### src/rtl/rob_pkg.sv
package rob_pkg;
  localparam int ROB_DEPTH  = 8;
  localparam int ROB_REG_W  = 5;
  localparam int ROB_DATA_W = 32;
  localparam int ROB_PC_W   = 32;

  typedef enum logic [1:0] {
    BYP_FILE  = 2'd0,
    BYP_READY = 2'd1,
    BYP_WAIT  = 2'd2
  } byp_kind_e;
endpackage

### src/rtl/rob_ptrs.sv
module rob_ptrs #(
  parameter int DEPTH = 8,
  parameter int IDX_W = $clog2(DEPTH),
  parameter int CNT_W = $clog2(DEPTH + 1)
) (
  input  logic             clk,
  input  logic             rst,
  input  logic             flush,
  input  logic             alloc_fire,
  input  logic             retire_fire,
  output logic [IDX_W-1:0] head,
  output logic [IDX_W-1:0] tail,
  output logic             full
);
  localparam logic [IDX_W-1:0] LAST = IDX_W'(DEPTH - 1);

  logic [CNT_W-1:0] count;

  always_ff @(posedge clk) begin
    if (rst || flush) begin
      head  <= '0;
      tail  <= '0;
      count <= '0;
    end else begin
      if (alloc_fire)  tail <= (tail == LAST) ? '0 : tail + 1'b1;
      if (retire_fire) head <= (head == LAST) ? '0 : head + 1'b1;
      case ({alloc_fire, retire_fire})
        2'b10:   count <= count + 1'b1;
        2'b01:   count <= count - 1'b1;
        default: count <= count;
      endcase
    end
  end

  assign full = (count == CNT_W'(DEPTH));

  a_r2_no_overflow: assert property (@(posedge clk) disable iff (rst)
    count <= CNT_W'(DEPTH));

  a_r2_full_holds_tail: assert property (@(posedge clk) disable iff (rst)
    (full && !flush) |=> (tail == $past(tail)));

  a_r8_flush_clears: assert property (@(posedge clk) disable iff (rst)
    flush |=> (count == '0 && head == tail));
endmodule

### src/rtl/rob_entries.sv
module rob_entries #(
  parameter int DEPTH  = 8,
  parameter int IDX_W  = $clog2(DEPTH),
  parameter int REG_W  = 5,
  parameter int DATA_W = 32,
  parameter int PC_W   = 32
) (
  input  logic                        clk,
  input  logic                        rst,
  input  logic                        flush,
  input  logic                        alloc_fire,
  input  logic [IDX_W-1:0]            alloc_idx,
  input  logic [REG_W-1:0]            alloc_dst,
  input  logic [PC_W-1:0]             alloc_pc,
  input  logic                        alloc_store,
  input  logic                        wb_en,
  input  logic [IDX_W-1:0]            wb_tag,
  input  logic [DATA_W-1:0]           wb_value,
  input  logic                        wb_exc,
  input  logic                        retire_fire,
  input  logic [IDX_W-1:0]            head_idx,
  input  logic [IDX_W-1:0]            rd_idx,
  output logic [DEPTH-1:0]            valid,
  output logic [DEPTH-1:0]            done,
  output logic [DEPTH-1:0]            fault,
  output logic [DEPTH-1:0]            is_store,
  output logic [DEPTH-1:0][REG_W-1:0] dst_vec,
  output logic [DATA_W-1:0]           head_value,
  output logic [PC_W-1:0]             head_pc,
  output logic [DATA_W-1:0]           rd_value
);
  logic [DATA_W-1:0] value_mem [DEPTH];
  logic [PC_W-1:0]   pc_mem    [DEPTH];

  logic wb_hit;
  assign wb_hit = wb_en && valid[wb_tag];

  for (genvar i = 0; i < DEPTH; i++) begin : g_slot
    logic take, land, leave;
    assign take  = alloc_fire && (alloc_idx == IDX_W'(i));
    assign land  = wb_hit && (wb_tag == IDX_W'(i));
    assign leave = retire_fire && (head_idx == IDX_W'(i));

    always_ff @(posedge clk) begin
      if (rst || flush)  valid[i] <= 1'b0;
      else if (take)     valid[i] <= 1'b1;
      else if (leave)    valid[i] <= 1'b0;
    end

    always_ff @(posedge clk) begin
      if (rst) begin
        done[i]  <= 1'b0;
        fault[i] <= 1'b0;
      end else if (take) begin
        done[i]  <= 1'b0;
        fault[i] <= 1'b0;
      end else if (land) begin
        done[i]  <= 1'b1;
        fault[i] <= wb_exc;
      end
    end

    always_ff @(posedge clk) begin
      if (rst) begin
        dst_vec[i]  <= '0;
        is_store[i] <= 1'b0;
      end else if (take) begin
        dst_vec[i]  <= alloc_dst;
        is_store[i] <= alloc_store;
      end
    end
  end

  always_ff @(posedge clk) begin
    if (wb_hit)     value_mem[wb_tag] <= wb_value;
    if (alloc_fire) pc_mem[alloc_idx] <= alloc_pc;
  end

  assign head_value = value_mem[head_idx];
  assign head_pc    = pc_mem[head_idx];
  assign rd_value   = value_mem[rd_idx];

  a_r3_wb_marks_done: assert property (@(posedge clk) disable iff (rst)
    (wb_hit && !(alloc_fire && alloc_idx == wb_tag)) |=> done[$past(wb_tag)]);

  a_r2_alloc_free_slot: assert property (@(posedge clk) disable iff (rst)
    alloc_fire |-> !valid[alloc_idx]);
endmodule

### src/rtl/rob_bypass.sv
module rob_bypass #(
  parameter int DEPTH = 8,
  parameter int IDX_W = $clog2(DEPTH),
  parameter int REG_W = 5
) (
  input  logic [IDX_W-1:0]            head,
  input  logic [DEPTH-1:0]            valid,
  input  logic [DEPTH-1:0]            is_store,
  input  logic [DEPTH-1:0][REG_W-1:0] dst_vec,
  input  logic [REG_W-1:0]            lk_reg,
  output logic                        hit,
  output logic [IDX_W-1:0]            hit_idx
);
  localparam int PW = IDX_W + 1;

  logic [DEPTH-1:0] match;
  assign match = valid & ~is_store & eq_vec(dst_vec, lk_reg);

  function automatic logic [DEPTH-1:0] eq_vec(
    input logic [DEPTH-1:0][REG_W-1:0] d, input logic [REG_W-1:0] r);
    for (int i = 0; i < DEPTH; i++) eq_vec[i] = (d[i] == r);
  endfunction

  // Walk from oldest to youngest; the last match seen is the youngest.
  always_comb begin
    logic [PW-1:0] j;
    hit     = 1'b0;
    hit_idx = '0;
    for (int k = 0; k < DEPTH; k++) begin
      j = {1'b0, head} + PW'(k);
      if (j >= PW'(DEPTH)) j = j - PW'(DEPTH);
      if (match[j[IDX_W-1:0]]) begin
        hit     = 1'b1;
        hit_idx = j[IDX_W-1:0];
      end
    end
  end
endmodule

### src/rtl/reorder_buf.sv
module reorder_buf #(
  parameter int DEPTH  = rob_pkg::ROB_DEPTH,
  parameter int REG_W  = rob_pkg::ROB_REG_W,
  parameter int DATA_W = rob_pkg::ROB_DATA_W,
  parameter int PC_W   = rob_pkg::ROB_PC_W,
  localparam int IDX_W = $clog2(DEPTH)
) (
  input  logic              clk,
  input  logic              rst,
  input  logic              flush,
  input  logic              alloc_req,
  input  logic [REG_W-1:0]  alloc_dst,
  input  logic [PC_W-1:0]   alloc_pc,
  input  logic              alloc_store,
  output logic              alloc_ready,
  output logic [IDX_W-1:0]  alloc_tag,
  input  logic              wb_en,
  input  logic [IDX_W-1:0]  wb_tag,
  input  logic [DATA_W-1:0] wb_value,
  input  logic              wb_exc,
  output logic              rf_we,
  output logic [REG_W-1:0]  rf_waddr,
  output logic [DATA_W-1:0] rf_wdata,
  output logic              mem_release,
  output logic [PC_W-1:0]   retire_pc,
  output logic              exc_valid,
  output logic [PC_W-1:0]   exc_pc,
  input  logic [REG_W-1:0]  lk_reg,
  input  logic [DATA_W-1:0] rf_rdata,
  output logic              lk_ready,
  output logic              lk_pending,
  output logic [IDX_W-1:0]  lk_tag,
  output logic [DATA_W-1:0] lk_value
);
  import rob_pkg::*;

  logic [IDX_W-1:0]            head, tail;
  logic                        full, frozen;
  logic                        alloc_fire, retire_fire, fault_seen;
  logic [DEPTH-1:0]            valid, done, fault, is_store;
  logic [DEPTH-1:0][REG_W-1:0] dst_vec;
  logic [DATA_W-1:0]           head_value, rd_value;
  logic [PC_W-1:0]             head_pc;
  logic                        hit;
  logic [IDX_W-1:0]            hit_idx;
  byp_kind_e                   kind;

  assign alloc_ready = !full && !frozen;
  assign alloc_fire  = alloc_req && alloc_ready;
  assign alloc_tag   = tail;

  assign retire_fire = valid[head] && done[head] && !fault[head] && !frozen;
  assign fault_seen  = valid[head] && done[head] &&  fault[head] && !frozen;

  rob_ptrs #(.DEPTH(DEPTH)) u_ptrs (
    .clk(clk), .rst(rst), .flush(flush),
    .alloc_fire(alloc_fire), .retire_fire(retire_fire),
    .head(head), .tail(tail), .full(full)
  );

  rob_entries #(.DEPTH(DEPTH), .REG_W(REG_W), .DATA_W(DATA_W), .PC_W(PC_W)) u_entries (
    .clk(clk), .rst(rst), .flush(flush),
    .alloc_fire(alloc_fire), .alloc_idx(tail), .alloc_dst(alloc_dst),
    .alloc_pc(alloc_pc), .alloc_store(alloc_store),
    .wb_en(wb_en), .wb_tag(wb_tag), .wb_value(wb_value), .wb_exc(wb_exc),
    .retire_fire(retire_fire), .head_idx(head), .rd_idx(hit_idx),
    .valid(valid), .done(done), .fault(fault), .is_store(is_store),
    .dst_vec(dst_vec), .head_value(head_value), .head_pc(head_pc),
    .rd_value(rd_value)
  );

  rob_bypass #(.DEPTH(DEPTH), .REG_W(REG_W)) u_bypass (
    .head(head), .valid(valid), .is_store(is_store), .dst_vec(dst_vec),
    .lk_reg(lk_reg), .hit(hit), .hit_idx(hit_idx)
  );

  // Freeze on a faulting oldest entry; only a flush releases it.
  always_ff @(posedge clk) begin
    if (rst || flush) begin
      frozen <= 1'b0;
    end else if (fault_seen) begin
      frozen <= 1'b1;
    end
  end

  always_ff @(posedge clk) begin
    if (rst)             exc_pc <= '0;
    else if (fault_seen) exc_pc <= head_pc;
  end

  assign exc_valid   = frozen;
  assign rf_we       = retire_fire && !is_store[head];
  assign mem_release = retire_fire &&  is_store[head];
  assign rf_waddr    = dst_vec[head];
  assign rf_wdata    = head_value;
  assign retire_pc   = head_pc;

  always_comb begin
    if (!hit)             kind = BYP_FILE;
    else if (done[hit_idx]) kind = BYP_READY;
    else                  kind = BYP_WAIT;
  end

  assign lk_ready   = (kind != BYP_WAIT);
  assign lk_pending = (kind == BYP_WAIT);
  assign lk_tag     = hit_idx;
  assign lk_value   = (kind == BYP_FILE) ? rf_rdata : rd_value;

  a_r7_freeze_holds_head: assert property (@(posedge clk) disable iff (rst)
    (frozen && !flush) |=> (head == $past(head)));

  a_r7_exc_pc_stable: assert property (@(posedge clk) disable iff (rst)
    (frozen && !flush) |=> $stable(exc_pc));

  a_r10_one_lookup_kind: assert property (@(posedge clk) disable iff (rst)
    lk_ready != lk_pending);

  a_r5_store_no_rf_write: assert property (@(posedge clk) disable iff (rst)
    !(rf_we && mem_release));
endmodule

### config.mk
export PLATFORM = sky130hd
export DESIGN_NAME = reorder_buf
export DESIGN_NICKNAME = d
export VERILOG_FILES = /design/src/rtl/rob_pkg.sv /design/src/rtl/rob_ptrs.sv /design/src/rtl/rob_entries.sv /design/src/rtl/rob_bypass.sv /design/src/rtl/reorder_buf.sv
export SDC_FILE = /design/constraint.sdc
export NUM_CORES = 1
export LEC_CHECK = 0
export CAP_MARGIN = 20
export CORE_MARGIN = 1.5
export CORE_UTILIZATION = 35
export CTS_BUF_LIST = sky130_fd_sc_hd__clkbuf_8
export DETAILED_ROUTE_END_ITERATION = 8
export PLACE_DENSITY_LB_ADDON = 0.1
export SETUP_SLACK_MARGIN = 0.15
export SYNTH_ARGS = -nofsm -noshare
export SYNTH_HDL_FRONTEND = slang
export SYNTH_SLANG_ARGS = --single-unit
### constraint.sdc
create_clock -name clk -period 6 [get_ports clk]
set_clock_uncertainty 0.1 [all_clocks]
set_input_delay 1.5 -clock clk [delete_from_list [all_inputs] [get_ports clk]]
set_output_delay 1.5 -clock clk [all_outputs]
set_load 0.05 [all_outputs]
[Word-level counts from Yosys, hierarchy flattened]
Memory sizes are Yosys's and may differ from the RTL's. A register that Yosys moved wholly into a read port is not among the register bits.
Index checks and enable logic that the tools add are counted.
Storage, ports and cells
  output and inout bits: 145
  bits in registers: 115
  memories: 2
  RAM bits: 512
  logic and storage cells: 266
Operators by class
  add/subtract/negate cells: 19
  $lt $le $gt $ge: 19
  bitwise logic cells: 3
  reduce and logical (&&, ||, !) cells: 60
  muxes and demuxes: 84
  equality and inequality tests: 34
Memories
  u_entries.pc_mem: depth 8, width 32, read ports 1, clocked after memory_dff 1, wr ports 1, line rob_entries.sv:33  | logic [PC_W-1:0] pc_mem [DEPTH];
  u_entries.value_mem: depth 8, width 32, read ports 2, clocked after memory_dff 1, wr ports 1, line rob_entries.sv:32  | logic [DATA_W-1:0] value_mem [DEPTH];
Operators by type and width (number)
  $mux 3: 22
  $lt 3x4->1 const B: 11
  $bmux 1 s3: 14
  $mux 1: 42
  $eq 5x5->1: 8
  $eq 3x3->1 const B: 12
  $logic_and 1x1->1: 34
  $mux 32: 1
  $ge 4x4->1 const B: 7
  $sub 3x1->3 const B: 8
  $eq 3x2->1 const B: 6
  $reduce_bool 2->1: 9
  $add 3x3->4 const B: 4
  $and 8x8->8: 2
  $reduce_or 2->1: 8
  $bmux 5 s3: 1
  $eq 3x1->1 const B: 3
  $logic_not 3->1: 3
  $add 3x2->4 const B: 2
  $not 8->8: 1
  $pmux 4 s2: 1
  $add 3x1->3 const B: 2
  $mux 5: 1
  $add 3x1->4 const B: 1
  other kinds (11): 16

[Depth between registers and ports, before layout]
  depth after elaboration: 19
  gate-level depth with buffers: 18
  mapped depth without buffers: 13

[By module]
From an unflattened synthesis, not the netlist that was laid out.
Unflattened totals
  cell total of the unflattened synthesis: 1700
  area total of the unflattened synthesis: 28558.6 µm²
Modules (own cells, without submodules)
  rob_entries: seq. area each 16816.1 µm², area an instance 23785.3 µm², times used 1, cells each 1188
  reorder_buf: seq. area each 660.6 µm², area an instance 2509.9 µm², times used 1, cells each 230
  rob_bypass: seq. area each 0.0 µm², area an instance 1726.7 µm², times used 1, cells each 222
  rob_ptrs: seq. area each 200.2 µm², area an instance 536.8 µm², times used 1, cells each 60

[Least setup slack after synthesis]
OpenSTA, ideal clock, no wires.
  kind: input-to-output
  start: in lk_reg[0]
  end: out lk_pending
  stages on the path: 12
  data arrival time: 4.887 ns
  buffers on the path: 2
  required time: 4.400 ns
  path slack: -0.487 ns
  cells stage by stage: buf_4 > xor2_1 > nor4_2 > and3_1 > mux4_2 > and2_1 > o21ai_0 > o21ai_4 > inv_2 > buf_6 > nor4b_2 > o32ai_1
Between the ends
  longest elaborated chain between the ends: 17
Ends and longest elaborated chain
  start: declaration: line reorder_buf.sv:28  | input logic [REG_W-1:0] lk_reg,
  $eq 5x5->1: line rob_bypass.sv:21  | for (int i = 0; i < DEPTH; i++) eq_vec[i] = (d[i] == r);
  $and 8x8->8 *: line rob_bypass.sv:17  | assign match = valid & ~is_store & eq_vec(dst_vec, lk_reg);
  $bmux 1 s3: line rob_bypass.sv:32  | if (match[j[IDX_W-1:0]]) begin
  $mux 1 (implied by the code): line rob_bypass.sv:32
  $mux 3 (8 in a row): line rob_bypass.sv:32
  $bmux 1 s3: line reorder_buf.sv:100  | else if (done[hit_idx]) kind = BYP_READY;
  $mux 1 (implied by the code): line reorder_buf.sv:100
  $mux 2: line reorder_buf.sv:100
  $mux 2 *: line reorder_buf.sv:99  | if (!hit) kind = BYP_FILE;
  $eq 2x2->1 *: line reorder_buf.sv:105  | assign lk_pending = (kind == BYP_WAIT);
  end: declaration: line reorder_buf.sv:31  | output logic lk_pending,
Every way passes the cells marked *; elsewhere a longest branch is shown, timed or not. The select of a mux whose other input is x is not followed.

[Worst setup path in the final report]
  start: in lk_reg[2]
  end: out lk_value[10]
Between the ends
  longest elaborated chain between the ends: 18
Ends and longest elaborated chain
  $eq 5x5->1: line rob_bypass.sv:21
  $and 8x8->8 *: line rob_bypass.sv:17
  $bmux 1 s3: line rob_bypass.sv:32
  $mux 1 (implied by the code): line rob_bypass.sv:32
  $mux 3 (8 in a row): line rob_bypass.sv:32
  $bmux 1 s3: line reorder_buf.sv:100
  $mux 1 (implied by the code): line reorder_buf.sv:100
  $mux 2: line reorder_buf.sv:100
  $mux 2: line reorder_buf.sv:99
  $logic_not 2->1: line reorder_buf.sv:107  | assign lk_value = (kind == BYP_FILE) ? rf_rdata : rd_value;
  $mux 32 *: line reorder_buf.sv:107
  end: declaration: line reorder_buf.sv:33  | output logic [DATA_W-1:0] lk_value
Marked as above.

==> out/metrics.yaml <==
violations: "setup timing"
sw_frac_of_total: 0.230
hold_buffers: 0
p_seq_frac: 0.504
intPower_uw: 7280
antenna_found_initial: 8
drive_gt1_frac: 0.318
leakage_uw: 0.0123
synth-compound-area-share: 0.0494
synth_top_family_by_area: "multiplexers"
clock_latency_ns: 0.73
cts_max_level: 3
p_sw_uw: 2180
numCtsBuffers: 108
cts_tree: "done"
period_share: 1.13
ys.flop_type: "edfxtp_1"
cts.sinks: 630
whs_path_depth: 2
post_dp_cell_area_um2: 34200
mostFrequentLayoutCells: "edfxtp_1, clkdlybuf4s50_1, mux2i_1"
holdPathEnd: "u_entries.is_store[0]"
synth-xor-area-share: 0.0158
drtAntennaViolNets: 0
min_path_type: "flip-flop to flip-flop"
fin_cells: 3512
finalWorstSetupSlack_ns: -0.769
cp-start-kind: "input pin"
slew_headroom: 0.168
synth_fp_nets: 2032
dp_cells: 3242
grt-ovfl-total: 0
fp.dieArea_um2: 84500
crit_fanout: 6
grt_pass1_wl_um: 128000
fp.dieW_um: 291
n_fill_cell: 7229
drc: 0
max-vdd-ir-drop_mv: 0.158
io_pins: 261
utilization: 0.464
slew_violations: 0
grt_use_total: 0.203
final_common_cell: "edfxtp_1"
combPwrFrac: 0.063
cts_root_buf: "clkbuf_8"
clk_pin_slew_worst_paths_ns: 0.06
drt_wl_total_um: 86200
gp_congestion: 0.871
fin_crit_ns: 6.77
pwr-share-clk: 0.433
via_per_inst: 5.32
synthArstFlopShare: 0
maxCapViolCount: 0
wire_per_inst_um: 24.5
tightest_slew_ns: 1.25
r2r_setup_slack_ns: 1.61
power_density_nw_per_um2: 249
setup_viol: 36
rsz0062_at_grt: "yes"
synth_area_per_cell_um2: 15.3
arrival_ns: 5.17
status: "complete, but fails checks"
grt_pass1_vias: 19900
hold_violations: 0
path_class: "input pin to output pin"
vias: 18700
worstSetupEndpointType: "output pin"
slowest_stage: "or3_4"
r2r-end: "u_ptrs.count[3]"
post-route-cell-area_um2: 38000
start_util: 0.353
first_iter_violations: 1054
synth_mux_area_frac: 0.220
synthAdderAreaFrac: 0.00760
place_hpwl_um: 53700
layout.nets: 2478
synth_simple_gate_area_share: 0.0705
max_freq_mhz: 148
crit_path_max_incr_delay_ns: 0.40
r2r_cells: 13
final.setup.tns_ns: -23.77
seq_area_frac_synth: 0.612
yosysWarningCount: 0
coreArea_um2: 82000
clk_path_buf_depth: 3
die-height_um: 291
hp-start: "u_entries.is_store[0]"
grt_max_degree: 129
ys_ff_latch: 630
area_delta_synth_final_pct: 31.1
cp.required_ns: 4.40
synthCells: 1899
synth_cell_type_count: 84
r2r-start: "u_ptrs.head[0]"
row_count: 105
synth-edff-count: 512
cp_cell_sequence: "buf_6 -> buf_6 -> buf_8 -> xnor2_4 -> nand4_1 -> nor3_2 -> buf_4 -> a221o_1 -> or3_4 -> a211o_1 -> a21oi_2 -> a22oi_2 -> buf_6 -> buf_12 -> buf_12 -> buf_16 -> buf_4 -> buf_16 -> mux2i_1 -> nor3_1 -> o22a_2 -> buf_12"
drt_first_pass_iters: 5
synth_area_um2: 29000
port_buffers: 260
==> metal layers <==
metal,up-vias,global-route usage,wire (µm)
li1,8395,-,-
met1,9596,0.262,37000
met2,527,0.340,42000
met3,156,0.0398,4660
met4,12,0.0696,2450
met5,-,0,79
==> synthesized netlist by cell type, types with 36 or more instances <==
cell,number,area share
dfxtp_1,118,0.082
nand3_1,56,0.0097
nor2_1,140,0.018
mux2i_1,226,0.078
a21oi_1,54,0.0093
o22ai_1,36,0.0078
clkbuf_1,72,0.0093
mux2_2,65,0.025
edfxtp_1,512,0.53
nor3_1,58,0.010
nand2_1,97,0.013
mux4_2,149,0.12
==> power by group through the flow <==
stage          registers (µW)  clock network (µW)  logic (µW)
3_3_place_gp             4860                   0         566
6_report                 4770                4090         595
2_1_floorplan            4860                   0         278
3_5_place_dp             4860                   0         572
5_1_grt                  4770                4410         628
4_1_cts                  4770                4220         594
==> metrics by stage <==
| step | hold slack, ns | worst slack (ns) | total power [µW] |
|---|---|---|---|
| final | 0.386 | -0.769 | 9460 |
| after global routing | 0.413 | -0.891 | 9810 |
| after CTS | 0.382 | -0.716 | 9580 |
| after detailed placement | 0.373 | -1.13 | 5430 |
| after global placement | 0.369 | -1.17 | 5420 |
| after floorplan | 0.341 | 0.0620 | 5140 |
==> critical path: cells and delay by family <==
family | cells | cell delay (ns)
buffers and inverters | 11 | 1.39
AO/OA/AOI/OAI | 5 | 1.18
multiplexers | 1 | 0.11
XOR/XNOR | 1 | 0.13
AND/OR/NAND/NOR | 4 | 0.83
==> worst max-delay path by stage <==
stage               from  cells past startpoint           end
6_report       lk_reg[2]                     22  lk_value[10]
5_1_grt        lk_reg[4]                     21  lk_value[30]
4_1_cts        lk_reg[2]                     22  lk_value[30]
3_5_place_dp   lk_reg[2]                     19  lk_value[14]
3_3_place_gp   lk_reg[2]                     19  lk_value[14]
2_1_floorplan  lk_reg[1]                     14  lk_value[10]
==> cell families (layout without fill, tap and decap cells) <==
family	count (synthesis)	after routing
AOI/OAI and AO/OA	197	197
xor gates and xnor gates	47	47
adders and majority gates	17	17
buffers and inverters	145	686
DFF	630	630
muxes	441	441
other	0	2
and+or+nand+nor	422	422
==> state kept, by name, summed over array words and instances, names as in the netlist, 3 cells and up, named ones only <==
signal               count
exc_pc                  32
u_entries.done           8
u_entries.dst_vec       40
u_entries.fault          8
u_entries.is_store       8
u_entries.pc_mem       256
u_entries.valid          8
u_entries.value_mem    256
u_ptrs.count             4
u_ptrs.head              3
u_ptrs.tail              3
==> area by class of cell <==
class	count	area [µm²]	area share
timing repair inverter	1	16.3	0.000428
antenna	2	5.00	0.000132
multi-input combinational	1124	11300	0.297
sequential	630	17700	0.467
clock buffer	124	1710	0.0449
timing repair buffer	464	5210	0.137
inverter	16	70.1	0.00184
tap	1070	1340	0.0352
clock inverter	81	628	0.0165
==> timing repair <==
| action | in CTS | in global routing |
|---|---|---|
| setup buffers | 41 | 12 |
| gates resized for setup | 142 | 33 |
| pin swaps | 80 | 24 |
| setup endpoints to repair | 37 | 37 |
| cloned | 9 | 0 |
Note: power is estimated with default switching activity, not from simulation.
